[src/rtl/pwm_tbase_pkg.sv]
package pwm_tbase_pkg;

  typedef enum logic [1:0] {
    TB_FREE     = 2'b00,
    TB_ONESHOT  = 2'b01,
    TB_UPDN     = 2'b10,
    TB_UPDN_DBL = 2'b11
  } tb_mode_e;

  localparam int TB_MODE_W = 2;

endpackage

[src/rtl/pwm_tbase_presc.sv]
module pwm_tbase_presc #(
  parameter int SEL_W    = 2,
  parameter int STEP_LOG = 2
) (
  input  logic             clk,
  input  logic             rst_n,
  input  logic             run_i,
  input  logic [SEL_W-1:0] sel_i,
  output logic             tick_o
);

  localparam int CW_RAW = STEP_LOG * ((1 << SEL_W) - 1);
  localparam int CW     = (CW_RAW < 1) ? 1 : CW_RAW;

  logic [CW-1:0] pcnt_q;
  logic [CW-1:0] pcnt_d;
  logic [CW:0]   span;
  logic [CW:0]   span_m1;
  logic [CW-1:0] lim;
  logic          tick;

  always_comb begin
    span    = {{CW{1'b0}}, 1'b1} << (sel_i * STEP_LOG);
    span_m1 = span - {{CW{1'b0}}, 1'b1};
    lim     = span_m1[CW-1:0];
  end

  always_comb begin
    tick = run_i && (pcnt_q >= lim);
    if (!run_i || tick) begin
      pcnt_d = '0;
    end else begin
      pcnt_d = pcnt_q + CW'(1);
    end
  end

  always_ff @(posedge clk or negedge rst_n) begin
    if (!rst_n) begin
      pcnt_q <= '0;
    end else begin
      pcnt_q <= pcnt_d;
    end
  end

  assign tick_o = tick;

endmodule

[src/rtl/pwm_tbase_ramp.sv]
module pwm_tbase_ramp
  import pwm_tbase_pkg::*;
#(
  parameter int CW = 16
) (
  input  logic          clk,
  input  logic          rst_n,
  input  logic          start_i,
  input  logic          tick_i,
  input  tb_mode_e      mode_i,
  input  logic [CW-1:0] per_i,
  output logic [CW-1:0] cnt_o,
  output logic          dn_o,
  output logic [CW-1:0] cnt_nxt_o,
  output logic          dn_nxt_o,
  output logic          top_o,
  output logic          bot_o
);

  logic [CW-1:0] cnt_q;
  logic [CW-1:0] cnt_d;
  logic          dn_q;
  logic          dn_d;
  logic          at_top;
  logic          at_bot;
  logic          bidir;
  logic          cnt_en;

  assign bidir  = (mode_i == TB_UPDN) || (mode_i == TB_UPDN_DBL);
  assign cnt_en = start_i || tick_i;

  always_comb begin
    cnt_d  = cnt_q;
    dn_d   = dn_q;
    at_top = 1'b0;
    at_bot = 1'b0;
    if (start_i) begin
      cnt_d = '0;
      dn_d  = 1'b0;
    end else if (tick_i) begin
      if (!bidir) begin
        dn_d = 1'b0;
        if (cnt_q >= per_i) begin
          cnt_d  = '0;
          at_top = 1'b1;
        end else begin
          cnt_d = cnt_q + CW'(1);
        end
      end else if (!dn_q) begin
        if (cnt_q >= per_i) begin
          at_top = 1'b1;
          dn_d   = 1'b1;
          cnt_d  = (cnt_q == '0) ? '0 : cnt_q - CW'(1);
        end else begin
          cnt_d = cnt_q + CW'(1);
        end
      end else begin
        if (cnt_q == '0) begin
          at_bot = 1'b1;
          dn_d   = 1'b0;
          cnt_d  = (per_i == '0) ? '0 : CW'(1);
        end else begin
          cnt_d = cnt_q - CW'(1);
        end
      end
    end
  end

  always_ff @(posedge clk or negedge rst_n) begin
    if (!rst_n) begin
      cnt_q <= '0;
      dn_q  <= 1'b0;
    end else if (cnt_en) begin
      cnt_q <= cnt_d;
      dn_q  <= dn_d;
    end
  end

  assign cnt_o     = cnt_q;
  assign dn_o      = dn_q;
  assign cnt_nxt_o = cnt_d;
  assign dn_nxt_o  = dn_d;
  assign top_o     = at_top;
  assign bot_o     = at_bot;

endmodule

[src/rtl/pwm_tbase_post.sv]
module pwm_tbase_post #(
  parameter int PW = 4
) (
  input  logic          clk,
  input  logic          rst_n,
  input  logic          start_i,
  input  logic          ev_i,
  input  logic [PW-1:0] sel_i,
  output logic          irq_o
);

  logic [PW-1:0] ecnt_q;
  logic [PW-1:0] ecnt_d;
  logic          irq_q;
  logic          irq_d;

  always_comb begin
    ecnt_d = ecnt_q;
    irq_d  = 1'b0;
    if (start_i) begin
      ecnt_d = '0;
    end else if (ev_i) begin
      if (ecnt_q >= sel_i) begin
        ecnt_d = '0;
        irq_d  = 1'b1;
      end else begin
        ecnt_d = ecnt_q + PW'(1);
      end
    end
  end

  always_ff @(posedge clk or negedge rst_n) begin
    if (!rst_n) begin
      ecnt_q <= '0;
      irq_q  <= 1'b0;
    end else begin
      ecnt_q <= ecnt_d;
      irq_q  <= irq_d;
    end
  end

  assign irq_o = irq_q;

endmodule

[src/rtl/pwm_tbase.sv]
module pwm_tbase
  import pwm_tbase_pkg::*;
#(
  parameter int CNT_W    = 16,
  parameter int PRE_SEL_W = 2,
  parameter int PRE_STEP = 2,
  parameter int POST_W   = 4
) (
  input  logic                 clk,
  input  logic                 rst_n,
  input  logic                 run_set_i,
  input  logic                 run_clr_i,
  input  logic [TB_MODE_W-1:0] mode_i,
  input  logic [CNT_W-1:0]     period_i,
  input  logic [PRE_SEL_W-1:0] presc_sel_i,
  input  logic [POST_W-1:0]    post_sel_i,
  input  logic [CNT_W-1:0]     sev_cmp_i,
  output logic [CNT_W-1:0]     count_o,
  output logic                 down_o,
  output logic                 run_o,
  output logic                 upd_o,
  output logic                 irq_o,
  output logic                 sev_o
);

  localparam int SYNC_STAGES = 2;

  logic [SYNC_STAGES-1:0] rsync_q;
  logic                   rst_int_n;

  always_ff @(posedge clk or negedge rst_n) begin
    if (!rst_n) begin
      rsync_q <= '0;
    end else begin
      rsync_q <= {rsync_q[SYNC_STAGES-2:0], 1'b1};
    end
  end
  assign rst_int_n = rsync_q[SYNC_STAGES-1];

  tb_mode_e       mode;
  logic           run_q;
  logic           run_d;
  logic           start;
  logic           tick;
  logic [CNT_W-1:0] per_q;
  logic [CNT_W-1:0] per_d;
  logic [CNT_W-1:0] cnt_nxt;
  logic           dn_nxt;
  logic           at_top;
  logic           at_bot;
  logic           bound;
  logic           upd_q;
  logic           sev_q;
  logic           sev_d;

  assign mode  = tb_mode_e'(mode_i);
  assign start = run_set_i && !run_q && !run_clr_i;

  always_comb begin
    unique case (mode)
      TB_FREE, TB_ONESHOT: bound = at_top;
      TB_UPDN:             bound = at_bot;
      default:             bound = at_top || at_bot;
    endcase
  end

  always_comb begin
    run_d = run_q;
    if (run_clr_i) begin
      run_d = 1'b0;
    end else if (start) begin
      run_d = 1'b1;
    end else if (at_top && (mode == TB_ONESHOT)) begin
      run_d = 1'b0;
    end
  end

  always_comb begin
    per_d = per_q;
    if (!run_q || bound) begin
      per_d = period_i;
    end
  end

  assign sev_d = tick && !dn_nxt && (cnt_nxt == sev_cmp_i);

  always_ff @(posedge clk or negedge rst_int_n) begin
    if (!rst_int_n) begin
      run_q <= 1'b0;
      per_q <= '0;
      upd_q <= 1'b0;
      sev_q <= 1'b0;
    end else begin
      run_q <= run_d;
      per_q <= per_d;
      upd_q <= bound;
      sev_q <= sev_d;
    end
  end

  pwm_tbase_presc #(
    .SEL_W    (PRE_SEL_W),
    .STEP_LOG (PRE_STEP)
  ) presc_i (
    .clk    (clk),
    .rst_n  (rst_int_n),
    .run_i  (run_q),
    .sel_i  (presc_sel_i),
    .tick_o (tick)
  );

  pwm_tbase_ramp #(
    .CW (CNT_W)
  ) ramp_i (
    .clk       (clk),
    .rst_n     (rst_int_n),
    .start_i   (start),
    .tick_i    (tick),
    .mode_i    (mode),
    .per_i     (per_q),
    .cnt_o     (count_o),
    .dn_o      (down_o),
    .cnt_nxt_o (cnt_nxt),
    .dn_nxt_o  (dn_nxt),
    .top_o     (at_top),
    .bot_o     (at_bot)
  );

  pwm_tbase_post #(
    .PW (POST_W)
  ) post_i (
    .clk     (clk),
    .rst_n   (rst_int_n),
    .start_i (start),
    .ev_i    (bound),
    .sel_i   (post_sel_i),
    .irq_o   (irq_o)
  );

  assign run_o = run_q;
  assign upd_o = upd_q;
  assign sev_o = sev_q;

endmodule

[config.mk]
export PLATFORM = sky130hd
export DESIGN_NAME = pwm_tbase
export DESIGN_NICKNAME = d
export VERILOG_FILES = /design/src/rtl/pwm_tbase_pkg.sv /design/src/rtl/pwm_tbase_presc.sv /design/src/rtl/pwm_tbase_ramp.sv /design/src/rtl/pwm_tbase_post.sv /design/src/rtl/pwm_tbase.sv
export SDC_FILE = /design/constraint.sdc
export NUM_CORES = 1
export LEC_CHECK = 0
export BUFFER_PORTS_ARGS = -buffer_cell sky130_fd_sc_hd__buf_2
export CAP_MARGIN = 20
export CORE_ASPECT_RATIO = 1.5
export CORE_UTILIZATION = 45
export CTS_CLUSTER_SIZE = 40
export DETAILED_ROUTE_END_ITERATION = 8
export PLACE_DENSITY = 0.66
export SLEW_MARGIN = 20
export SYNTH_ARGS = -nofsm -noshare
export SYNTH_HDL_FRONTEND = slang
export SYNTH_SLANG_ARGS = --single-unit
[constraint.sdc]
create_clock -name clk -period 1.69 [get_ports clk]
set_input_delay 0.169 -clock clk [delete_from_list [all_inputs] [get_ports clk]]
set_output_delay 0.169 -clock clk [all_outputs]
set_load 0.02 [all_outputs]
Word level (Yosys, flattened, before mapping). Index checks and enable logic that the tools add are counted. W data, S select, Z words.

Word-level logic and storage cells: 78. Bits of input ports: 44. Bits in registers: 49.

Mux-type cells: 35. Add/sub/neg operators: 5. Magnitude comparators: 3. Equality and inequality tests: 4. Shift-type cells: 1. Reductions and logical operators: 20.

Operators with widths (number): $mux W16 (8); $logic_not A16 Y1 (2); $mux W1 (22); $add A16 B1 Y16 const B (1); $eq A16 B16 Y1 (1); $ge A16 B16 Y1 (1); $sub A16 B1 Y16 const B (1); $mux W4 (3); $add A6 B1 Y6 const B (1); $ge A6 B6 Y1 (1); $logic_and A1 B1 Y1 (6); $mux W6 (1); $shl A1 B3 Y6 const A (1); $sub A6 B1 Y6 const B (1); $logic_or A1 B1 Y1 (5); $add A4 B1 Y4 const B (1); $eq A2 B2 Y1 const B (2); $ge A4 B4 Y1 (1); $logic_not A1 Y1 (3); $reduce_bool A3 Y1 (1); $eq A2 B1 Y1 const B (1); $logic_not A2 Y1 (1); $pmux W1 S2 (1); $reduce_bool A2 Y1 (1); $reduce_or A2 Y1 (1).

Logic depth before layout (Yosys ltp). Gate-level depths: netlist of the first run.

Depth after elaboration: 10. Mapped depth: 14. Gate-level depth less buffers: 13.

By module. Synthesis of the first run repeated with hierarchy kept, for this count alone.

Cells, all modules: 398. Area, all modules: 3693.5 sq um.

By module, submodules not included: pwm_tbase_ramp (area each 1904.3 sq um, instances 1, cells each 249, seq. area each 425.4 sq um); pwm_tbase (area each 998.5 sq um, instances 1, cells each 70, seq. area each 525.5 sq um); pwm_tbase_presc (area each 422.9 sq um, instances 1, cells each 43, seq. area each 150.1 sq um); pwm_tbase_post (area each 367.9 sq um, instances 1, cells each 36, seq. area each 125.1 sq um).

Least setup slack after synthesis of the first run. OpenSTA, ideal clock, no wires.

Path type: register to register. Start point: register ramp_i.cnt_q[0] (netlist: ramp_i.cnt_o[0]). End point: register sev_q (netlist: sev_o). Clock period less this slack: 3.212 ns. Cell stages (with the launch flop): 14. Path slack: -1.522 ns. Arrival time: 3.144 ns. Required time: 1.622 ns. Cells stage by stage: dfrtp_1 clkbuf_1 inv_1 ha_1 nand2b_1 a2111oi_0 nand3b_1 and4bb_2 nor3_2 a221o_1 mux2_2 xnor2_1 o2111a_1 and4_1.

Longest elaborated chain between the ends: 9. Elaborated cells between the ends (all ways): 22. Those cells by class: add/sub: 2; order compare: 1; eq/ne: 1; mux: 14; reduce/logical: 4.

RTL lines: start: declaration (RTL line pwm_tbase_ramp.sv:20) `logic [CW-1:0] cnt_q;`; start signal: assignment (RTL line pwm_tbase_ramp.sv:74) `cnt_q <= cnt_d;`; $sub A16 B1 Y16 (tied with other cells) (RTL line pwm_tbase_ramp.sv:53, pwm_tbase_ramp.sv:63); $mux W16 (tied with other cells) (RTL line pwm_tbase_ramp.sv:53) `cnt_d = (cnt_q == '0) ? '0 : cnt_q - CW'(1);`; $mux W16 or $mux W1 (tied branches) (RTL line pwm_tbase_ramp.sv:50, pwm_tbase_ramp.sv:49); $mux W16 or $mux W1 (tied branches) (RTL line pwm_tbase_ramp.sv:49, pwm_tbase_ramp.sv:41); $mux W16 or $mux W1 (tied branches) (RTL line pwm_tbase_ramp.sv:41, pwm_tbase_ramp.sv:40); $mux W16 or $mux W1 (tied branches) (RTL line pwm_tbase_ramp.sv:40, pwm_tbase_ramp.sv:37); $mux W16 or $logic_not A1 Y1 (tied branches) (RTL line pwm_tbase_ramp.sv:37, pwm_tbase.sv:85); $eq A16 B16 Y1 or $logic_and A1 B1 Y1 (tied branches) (RTL line pwm_tbase.sv:85) `assign sev_d = tick && !dn_nxt && (cnt_nxt == sev_cmp_i);`; $logic_and A1 B1 Y1 * (RTL line pwm_tbase.sv:85); named net sev_d (RTL line pwm_tbase.sv:54) `logic sev_d;`; end signal: assignment (RTL line pwm_tbase.sv:97) `sev_q <= sev_d;`; end: declaration (RTL line pwm_tbase.sv:53) `logic sev_q;`.

The timed path passes the listed nets; every way through them passes the cells marked *. A chain may end at the register's enable or synchronous reset.

Worst setup path in the final report of the first run.
Start point: register ramp_i.cnt_q[13] (netlist: ramp_i.cnt_o[13]). End point: register sev_q (netlist: sev_o).

Same word-level chain as after synthesis.

==> results of run 1 <==
[kinds of logic after synthesis]
kind of cell,count (synthesis),share of synthesized area [%]
flops,49,32.3
other cells,1,0.0989
mux,3,0.858
fa+ha+maj,32,10.6
simple gates,175,24.2
xor+xnor,21,4.85
buf+inv,53,7.32
compound gates,109,19.7
[metal layers]
metal | part of all wire [%] | wire length [um] | global-route usage, %
met3 | 5.7 | 845 | 4.62
met2 | 52 | 7660 | 58.2
met5 | 0 | 0 | 0
met1 | 35 | 5080 | 33.4
met4 | 7.6 | 1120 | 24.7
[worst max-delay path: cells and delay by family, from the launching register on]
kind / cells / cell delay (ns)
compound gates: 4 / 0.68
simple gates: 5 / 1.76
xor+xnor: 1 / 0.12
fa+ha+maj: 1 / 0.25
flops: 1 / 0.43
[report_power, final]
group	internal [mW]	switching, mW	leakage [nW]
clock network	0.703	0.467	0.0810
registers	1.23	0.0517	0.630
logic	0.683	0.729	2.26
[final cells by class]
type	count	area (um^2)
clock buffer	6	129
clock inverter	2	38.8
fill	544	1920
inverter	33	131
multi-input combinational	341	2950
sequential	49	1240
tap	105	131
timing repair buffer	206	1570
[flip-flops by register name (all words and copies together) (netlist names)]
name,flops
post_i.ecnt_q,4
presc_i.pcnt_q,6
rsync_q,2
upd_o,1
sev_o,1
per_q,16
run_o,1
ramp_i.cnt_o,16
ramp_i.dn_o,1
post_i.irq_o,1
[cells in the mapped netlist, types with 5 or more instances]
| cell type | number | area share (%) |
|---|---|---|
| sky130_fd_sc_hd__a21oi_1 | 19 | 2.5 |
| sky130_fd_sc_hd__xor2_1 | 8 | 1.8 |
| sky130_fd_sc_hd__nand2b_1 | 6 | 0.99 |
| sky130_fd_sc_hd__and3_1 | 6 | 0.99 |
| sky130_fd_sc_hd__clkbuf_1 | 9 | 0.89 |
| sky130_fd_sc_hd__nand2_1 | 50 | 4.9 |
| sky130_fd_sc_hd__ha_1 | 32 | 11 |
| sky130_fd_sc_hd__nand3_1 | 18 | 2.4 |
| sky130_fd_sc_hd__nand4_1 | 7 | 1.2 |
| sky130_fd_sc_hd__o21ai_0 | 36 | 4.8 |
| sky130_fd_sc_hd__nor3_1 | 13 | 1.7 |
| sky130_fd_sc_hd__dfrtp_1 | 49 | 32 |
| sky130_fd_sc_hd__clkbuf_8 | 5 | 1.8 |
| sky130_fd_sc_hd__nor4_1 | 7 | 1.2 |
| sky130_fd_sc_hd__nor2_1 | 35 | 3.5 |
| sky130_fd_sc_hd__xnor2_1 | 13 | 3.0 |
| sky130_fd_sc_hd__o22ai_1 | 8 | 1.3 |
| sky130_fd_sc_hd__inv_1 | 33 | 3.3 |
[through the flow]
step | utilization (%) | worst slack (ns)
4_1_cts | 72.6 | -1.43
2_1_floorplan | - | -1.28
3_5_place_dp | 63.1 | -1.99
5_1_grt | 76.3 | -1.68
3_3_place_gp | 63.1 | -1.96
6_report | 76.3 | -1.60
[what timing repair did]
item | 4_1_cts | 5_1_grt
buffers inserted | 19 | 16
hold buffers | 1 | 0
gates resized for setup | 109 | 59
hold endpoints to repair | 2 | 0
endpoints found under the setup margin | 47 | 47
cloned | 3 | 0
pin swaps | 42 | 35
[worst paths after layout]
| check | startpoint | end | slack [ns] | depth (start not counted) |
|---|---|---|---|---|
| setup / recovery | ramp_i.cnt_o[13] | sev_o | -1.60 | 11 |
| hold / removal | period_i[4] | per_q[4] | 0.08 | 3 |
| setup reg to reg | ramp_i.cnt_o[13] | sev_o | -1.60 | 11 |
| hold reg to reg | rsync_q[1] | per_q[10] | 0.24 | 1 |
| max in group asynchronous | rsync_q[1] | ramp_i.cnt_o[0] | 1.19 | 1 |
| min in group asynchronous | rst_n | rsync_q[1] | 0.19 | 2 |
==> flow_summary.json, run 1 <==
{
  "outcome": "finished with violations",
  "failed_checks": "setup timing",
  "area_growth_syn_to_layout_pct": 63.2,
  "timing.final.setup_violations": 47,
  "hold-worst-slack_ns": 0.0803,
  "cts.root.buffer_cell": "sky130_fd_sc_hd__clkbuf_16",
  "diodes": 0,
  "clock_sinks": 49,
  "slowest_stage": "sky130_fd_sc_hd__or4_4",
  "synthesis.nets": 519,
  "syn_area_um2": 3790,
  "largest_net_degree_at_the_start_of_global_routing": 48,
  "die_area_um2": 8810,
  "initial_antenna_violation_count": 0,
  "share_of_synthesized_area_occupied_by_flip_flops_and_latches_pct": 32.3,
  "synth.yosys.warnings": 0,
  "final_net_count": 712,
  "synth-async-reset-ratio_pct": 100,
  "placement.io_buffers": 64,
  "dr_total_vias": 4449,
  "shortest_period_the_worst_path_allows_ns": 3.29,
  "timing.critical_path.arrival_ns": 3.52,
  "place.detailed.instances": 700,
  "timing.final.crit_share_pct": 195,
  "hpwl_mm": 9.66,
  "drc": 0,
  "max_cap_violations": 0,
  "minimum_setup_slack_in_the_final_design_ns": -1.60,
  "syn_area_per_cell_um2": 8.56,
  "final.setup_skew_ns": 0.00803,
  "detail_route.vias_per_cell": 6.00,
  "synth_cells": 443,
  "grt_pass1_vias": 4522,
  "worstSetupEndpointType": "flip-flop",
  "setup_repair_after_global_routing_missed_its_margin": "yes",
  "synth.ff_latch_count": 49,
  "floorplan.io_pins": 65,
  "fin_area_um2": 6190,
  "finalSetupTns_ns": -48.09,
  "avgRoutedWirePerCell_um": 19.8,
  "drt_pre_antenna_iters": 5,
  "worstPathMaxFanout": 6,
  "finalPower_mw": 3.87,
  "grt_util_all_layers_pct": 32.2,
  "fmax_ghz": 0.304,
  "clkTransAtPathRegs_ns": 0.07,
  "clk-insertion-delay-late_ns": 0.30,
  "postRouteWirelength_mm": 14.7,
  "cp_cell_sequence": "ha_4, a21oi_2, o21ai_1, or4_4, nand4b_1, or2_4, o221a_4, a21oi_4, xor2_2, nor4_4, and4_1",
  "cts_buffers": 5,
  "die_height_um": 114,
  "layout.cells.most_common": "sky130_fd_sc_hd__buf_4",
  "drive_above_1_share_pct": 54.6,
  "grt_pass1_wl_mm": 21.8,
  "most-common-layout-cells": "112 x sky130_fd_sc_hd__buf_4, 64 x sky130_fd_sc_hd__buf_2, 40 x sky130_fd_sc_hd__dfrtp_1",
  "fp.dieW_um": 77.0,
  "setup.worst_path.class": "flip-flop to flip-flop",
  "static-leakage-power_nw": 2.98,
  "grt_remaining_overflow": 0,
  "initial_core_util_pct": 46.8,
  "detailed_place.area_um2": 5110,
  "place_congestion": 0.961,
  "worst-endpoint-required_ns": 1.93,
  "rows": 40,
  "finalMaxSlewViolations": 0,
  "start_kind": "flip-flop",
  "tritoncts": "done",
  "slowest_delay_ns": 0.55,
  "hold_violations_final": 0,
  "synth_edf_count": 0,
  "vdd_drop_max_v": 0.000640,
  "pwr_density_cell_nw_per_um2": 625,
  "synth_cell_type_count": 72,
  "clk_path_buf_depth": 2,
  "detail_route.iter0.violations": 274,
  "hp-class": "primary input to flip-flop",
  "detail-route-antenna-nets": 0,
  "ys_dominant_reg_cell": "sky130_fd_sc_hd__dfrtp_1",
  "placeableCoreArea_um2": 8110,
  "finalNonFillerCells": 742,
  "htree_levels": 2
}
Note: power is estimated with default switching activity, not from simulation.
==> run 2: changes to the inputs <==
--- a/config.mk
+++ b/config.mk
@@ -9,9 +9,12 @@
 export CAP_MARGIN = 20
 export CORE_ASPECT_RATIO = 1.5
 export CORE_UTILIZATION = 45
+export CTS_CLUSTER_DIAMETER = 150
 export CTS_CLUSTER_SIZE = 40
 export DETAILED_ROUTE_END_ITERATION = 8
+export MAX_ROUTING_LAYER = met4
 export PLACE_DENSITY = 0.66
+export SKIP_CTS_REPAIR_TIMING = 1
 export SLEW_MARGIN = 20
 export SYNTH_ARGS = -nofsm -noshare
 export SYNTH_HDL_FRONTEND = slang
==> run 2 against run 1 <==
The run still ends with setup timing left. Die area did not move. Register-to-register slack improved by 0.04 ns. Maximum frequency rose by 1.4%. Count of clock-buffer cells in the layout did not move. Sequential share of layout area rose by 0.60 points. Routed wire length fell by 6.3%. Critical path depth rose by 1. Global-route usage fell by 2.1 points. Critical path type unchanged. Largest cell class unchanged.
==> flow_summary.json, run 2 (synthesis results as in run 1) <==
{
  "outcome": "finished with violations",
  "failed_checks": "setup timing",
  "detail_route.vias_per_cell": 5.91,
  "hold_violations_final": 0,
  "met2RoutedLength_mm": 7.23,
  "pwr_density_cell_nw_per_um2": 604,
  "grt_util_all_layers_pct": 30.2,
  "initial_antenna_violation_count": 0,
  "diodes": 0,
  "timing.final.setup_violations": 47,
  "clkTransAtPathRegs_ns": 0.07,
  "finalNonFillerCells": 731,
  "rows": 40,
  "final.setup_skew_ns": 0.00889,
  "hpwl_mm": 9.92,
  "setup.worst_path.class": "flip-flop to flip-flop",
  "place.detailed.instances": 699,
  "cts.root.buffer_cell": "sky130_fd_sc_hd__clkbuf_16",
  "drt_pre_antenna_iters": 5,
  "top_signal_layer_used": "met4",
  "most-common-layout-cells": "102 x sky130_fd_sc_hd__buf_4, 64 x sky130_fd_sc_hd__buf_2, 41 x sky130_fd_sc_hd__dfrtp_1",
  "clk_path_buf_depth": 2,
  "swShare_pct": 33.0,
  "p_comb_share_pct": 36.9,
  "worstSetupEndpointType": "flip-flop",
  "clock_sinks": 49,
  "place_worst_setup_slack_ns": -2.03,
  "vdd_drop_max_v": 0.000574,
  "area_growth_syn_to_layout_pct": 58.3,
  "shortest_period_the_worst_path_allows_ns": 3.24,
  "max_cap_violations": 0,
  "place_congestion": 1.01,
  "finalSetupTns_ns": -41.70,
  "fp.dieW_um": 77.0,
  "final_net_count": 701,
  "avgRoutedWirePerCell_um": 18.8,
  "htree_levels": 2,
  "detail-route-antenna-nets": 0,
  "share_clk_of_total_power_pct": 27.8,
  "postRouteWirelength_mm": 13.8,
  "finalPower_mw": 3.62,
  "grt_pass1_wl_mm": 19.9,
  "floorplan.io_pins": 65,
  "worstPathMaxFanout": 7,
  "tritoncts": "done",
  "p_seq_share_pct": 35.3,
  "largest_net_degree_at_the_start_of_global_routing": 48,
  "hp-class": "primary input to flip-flop",
  "intPower_mw": 2.43,
  "clk-insertion-delay-late_ns": 0.30,
  "placement.io_buffers": 64,
  "start_kind": "flip-flop",
  "layout.cells.most_common": "sky130_fd_sc_hd__buf_4",
  "hold-worst-slack_ns": 0.0940,
  "minimum_setup_slack_in_the_final_design_ns": -1.55,
  "finalMaxSlewViolations": 0,
  "timing.final.crit_share_pct": 192,
  "initial_core_util_pct": 46.8,
  "die_area_um2": 8810,
  "cts_buffers": 5,
  "met3RoutedLength_um": 757,
  "setup_repair_after_global_routing_missed_its_margin": "yes",
  "worst-endpoint-required_ns": 1.93,
  "layout.filler_cells": 574,
  "timing.critical_path.arrival_ns": 3.48,
  "grt_remaining_overflow": 0,
  "dr_total_vias": 4317,
  "detailed_place.area_um2": 5110,
  "die_height_um": 114,
  "fin_area_um2": 6000,
  "grt_pass1_vias": 4186,
  "placeableCoreArea_um2": 8110,
  "drive_above_1_share_pct": 51.8,
  "static-leakage-power_nw": 2.91,
  "drc": 0,
  "drt-met1-wl_mm": 4.89,
  "fmax_ghz": 0.308,
  "final_util_pct": 74.0,
  "netSwitchingPower_mw": 1.19,
  "detail_route.iter0.violations": 212
}
[run 2: changes by cell type in the layout (fill, tap and decap cells not counted), moves of 3 or more]
cell	change
sky130_fd_sc_hd__nor2_2	-4
sky130_fd_sc_hd__nor2_1	+4
sky130_fd_sc_hd__o21ai_2	-7
sky130_fd_sc_hd__inv_2	-3
sky130_fd_sc_hd__buf_4	-10
sky130_fd_sc_hd__inv_1	+3
sky130_fd_sc_hd__nand2_4	-4
sky130_fd_sc_hd__nor3_1	-3
sky130_fd_sc_hd__nor3_2	+3
sky130_fd_sc_hd__o21ai_1	+10
sky130_fd_sc_hd__nand2_2	+4
[run 2: area by class of cell]
class | count | area [um^2] | area share, %
Clock inverter | 2 | 15.0 | 0.250
Inverter | 33 | 134 | 2.23
Timing Repair Buffer | 195 | 1470 | 24.6
Sequential cell | 49 | 1240 | 20.6
Clock buffer | 6 | 129 | 2.15
Tap cell | 105 | 131 | 2.19
Multi-Input combinational cell | 341 | 2880 | 48.0
[run 2: power groups by stage]
| stage | clock network (mW) | registers, mW | logic, mW |
|---|---|---|---|
| final | 1.01 | 1.28 | 1.34 |
| after detailed placement | 0 | 1.30 | 1.10 |
| after CTS | 0.998 | 1.28 | 1.11 |
| after global placement | 0 | 1.30 | 1.07 |
| after floorplan | 0 | 1.33 | 0.617 |
| after global routing | 1.05 | 1.29 | 1.43 |
[run 2: critical path, cell delays in order, from the launching register on]
cell	delay, ns
sky130_fd_sc_hd__dfrtp_1	0.40
sky130_fd_sc_hd__inv_2	0.09
sky130_fd_sc_hd__ha_4	0.21
sky130_fd_sc_hd__a21oi_2	0.12
sky130_fd_sc_hd__o21ai_1	0.08
sky130_fd_sc_hd__or4_4	0.53
sky130_fd_sc_hd__nand4b_1	0.25
sky130_fd_sc_hd__or2_4	0.33
sky130_fd_sc_hd__o221a_4	0.28
sky130_fd_sc_hd__a21oi_4	0.18
sky130_fd_sc_hd__xor2_1	0.12
sky130_fd_sc_hd__nor4_4	0.35
sky130_fd_sc_hd__and4_1	0.24
[run 2: final timing paths]
kind | startpoint | to | slack (ns) | cells after the start
setup / recovery | per_q[13] | sev_o | -1.55 | 12
hold / removal | period_i[1] | per_q[1] | 0.09 | 3
setup reg to reg | per_q[13] | sev_o | -1.55 | 12
hold reg to reg | rsync_q[1] | per_q[10] | 0.25 | 1
max in group asynchronous | rsync_q[1] | ramp_i.cnt_o[0] | 1.20 | 1
min in group asynchronous | rst_n | rsync_q[0] | 0.18 | 2
[run 2: routing by layer]
| metal | global-route usage (%) | up-vias |
|---|---|---|
| met2 | 52.9 | 202 |
| met5 | - | - |
| met3 | 4.38 | 65 |
| li1 | - | 1976 |
| met4 | 20.4 | 0 |
| met1 | 31.1 | 2074 |
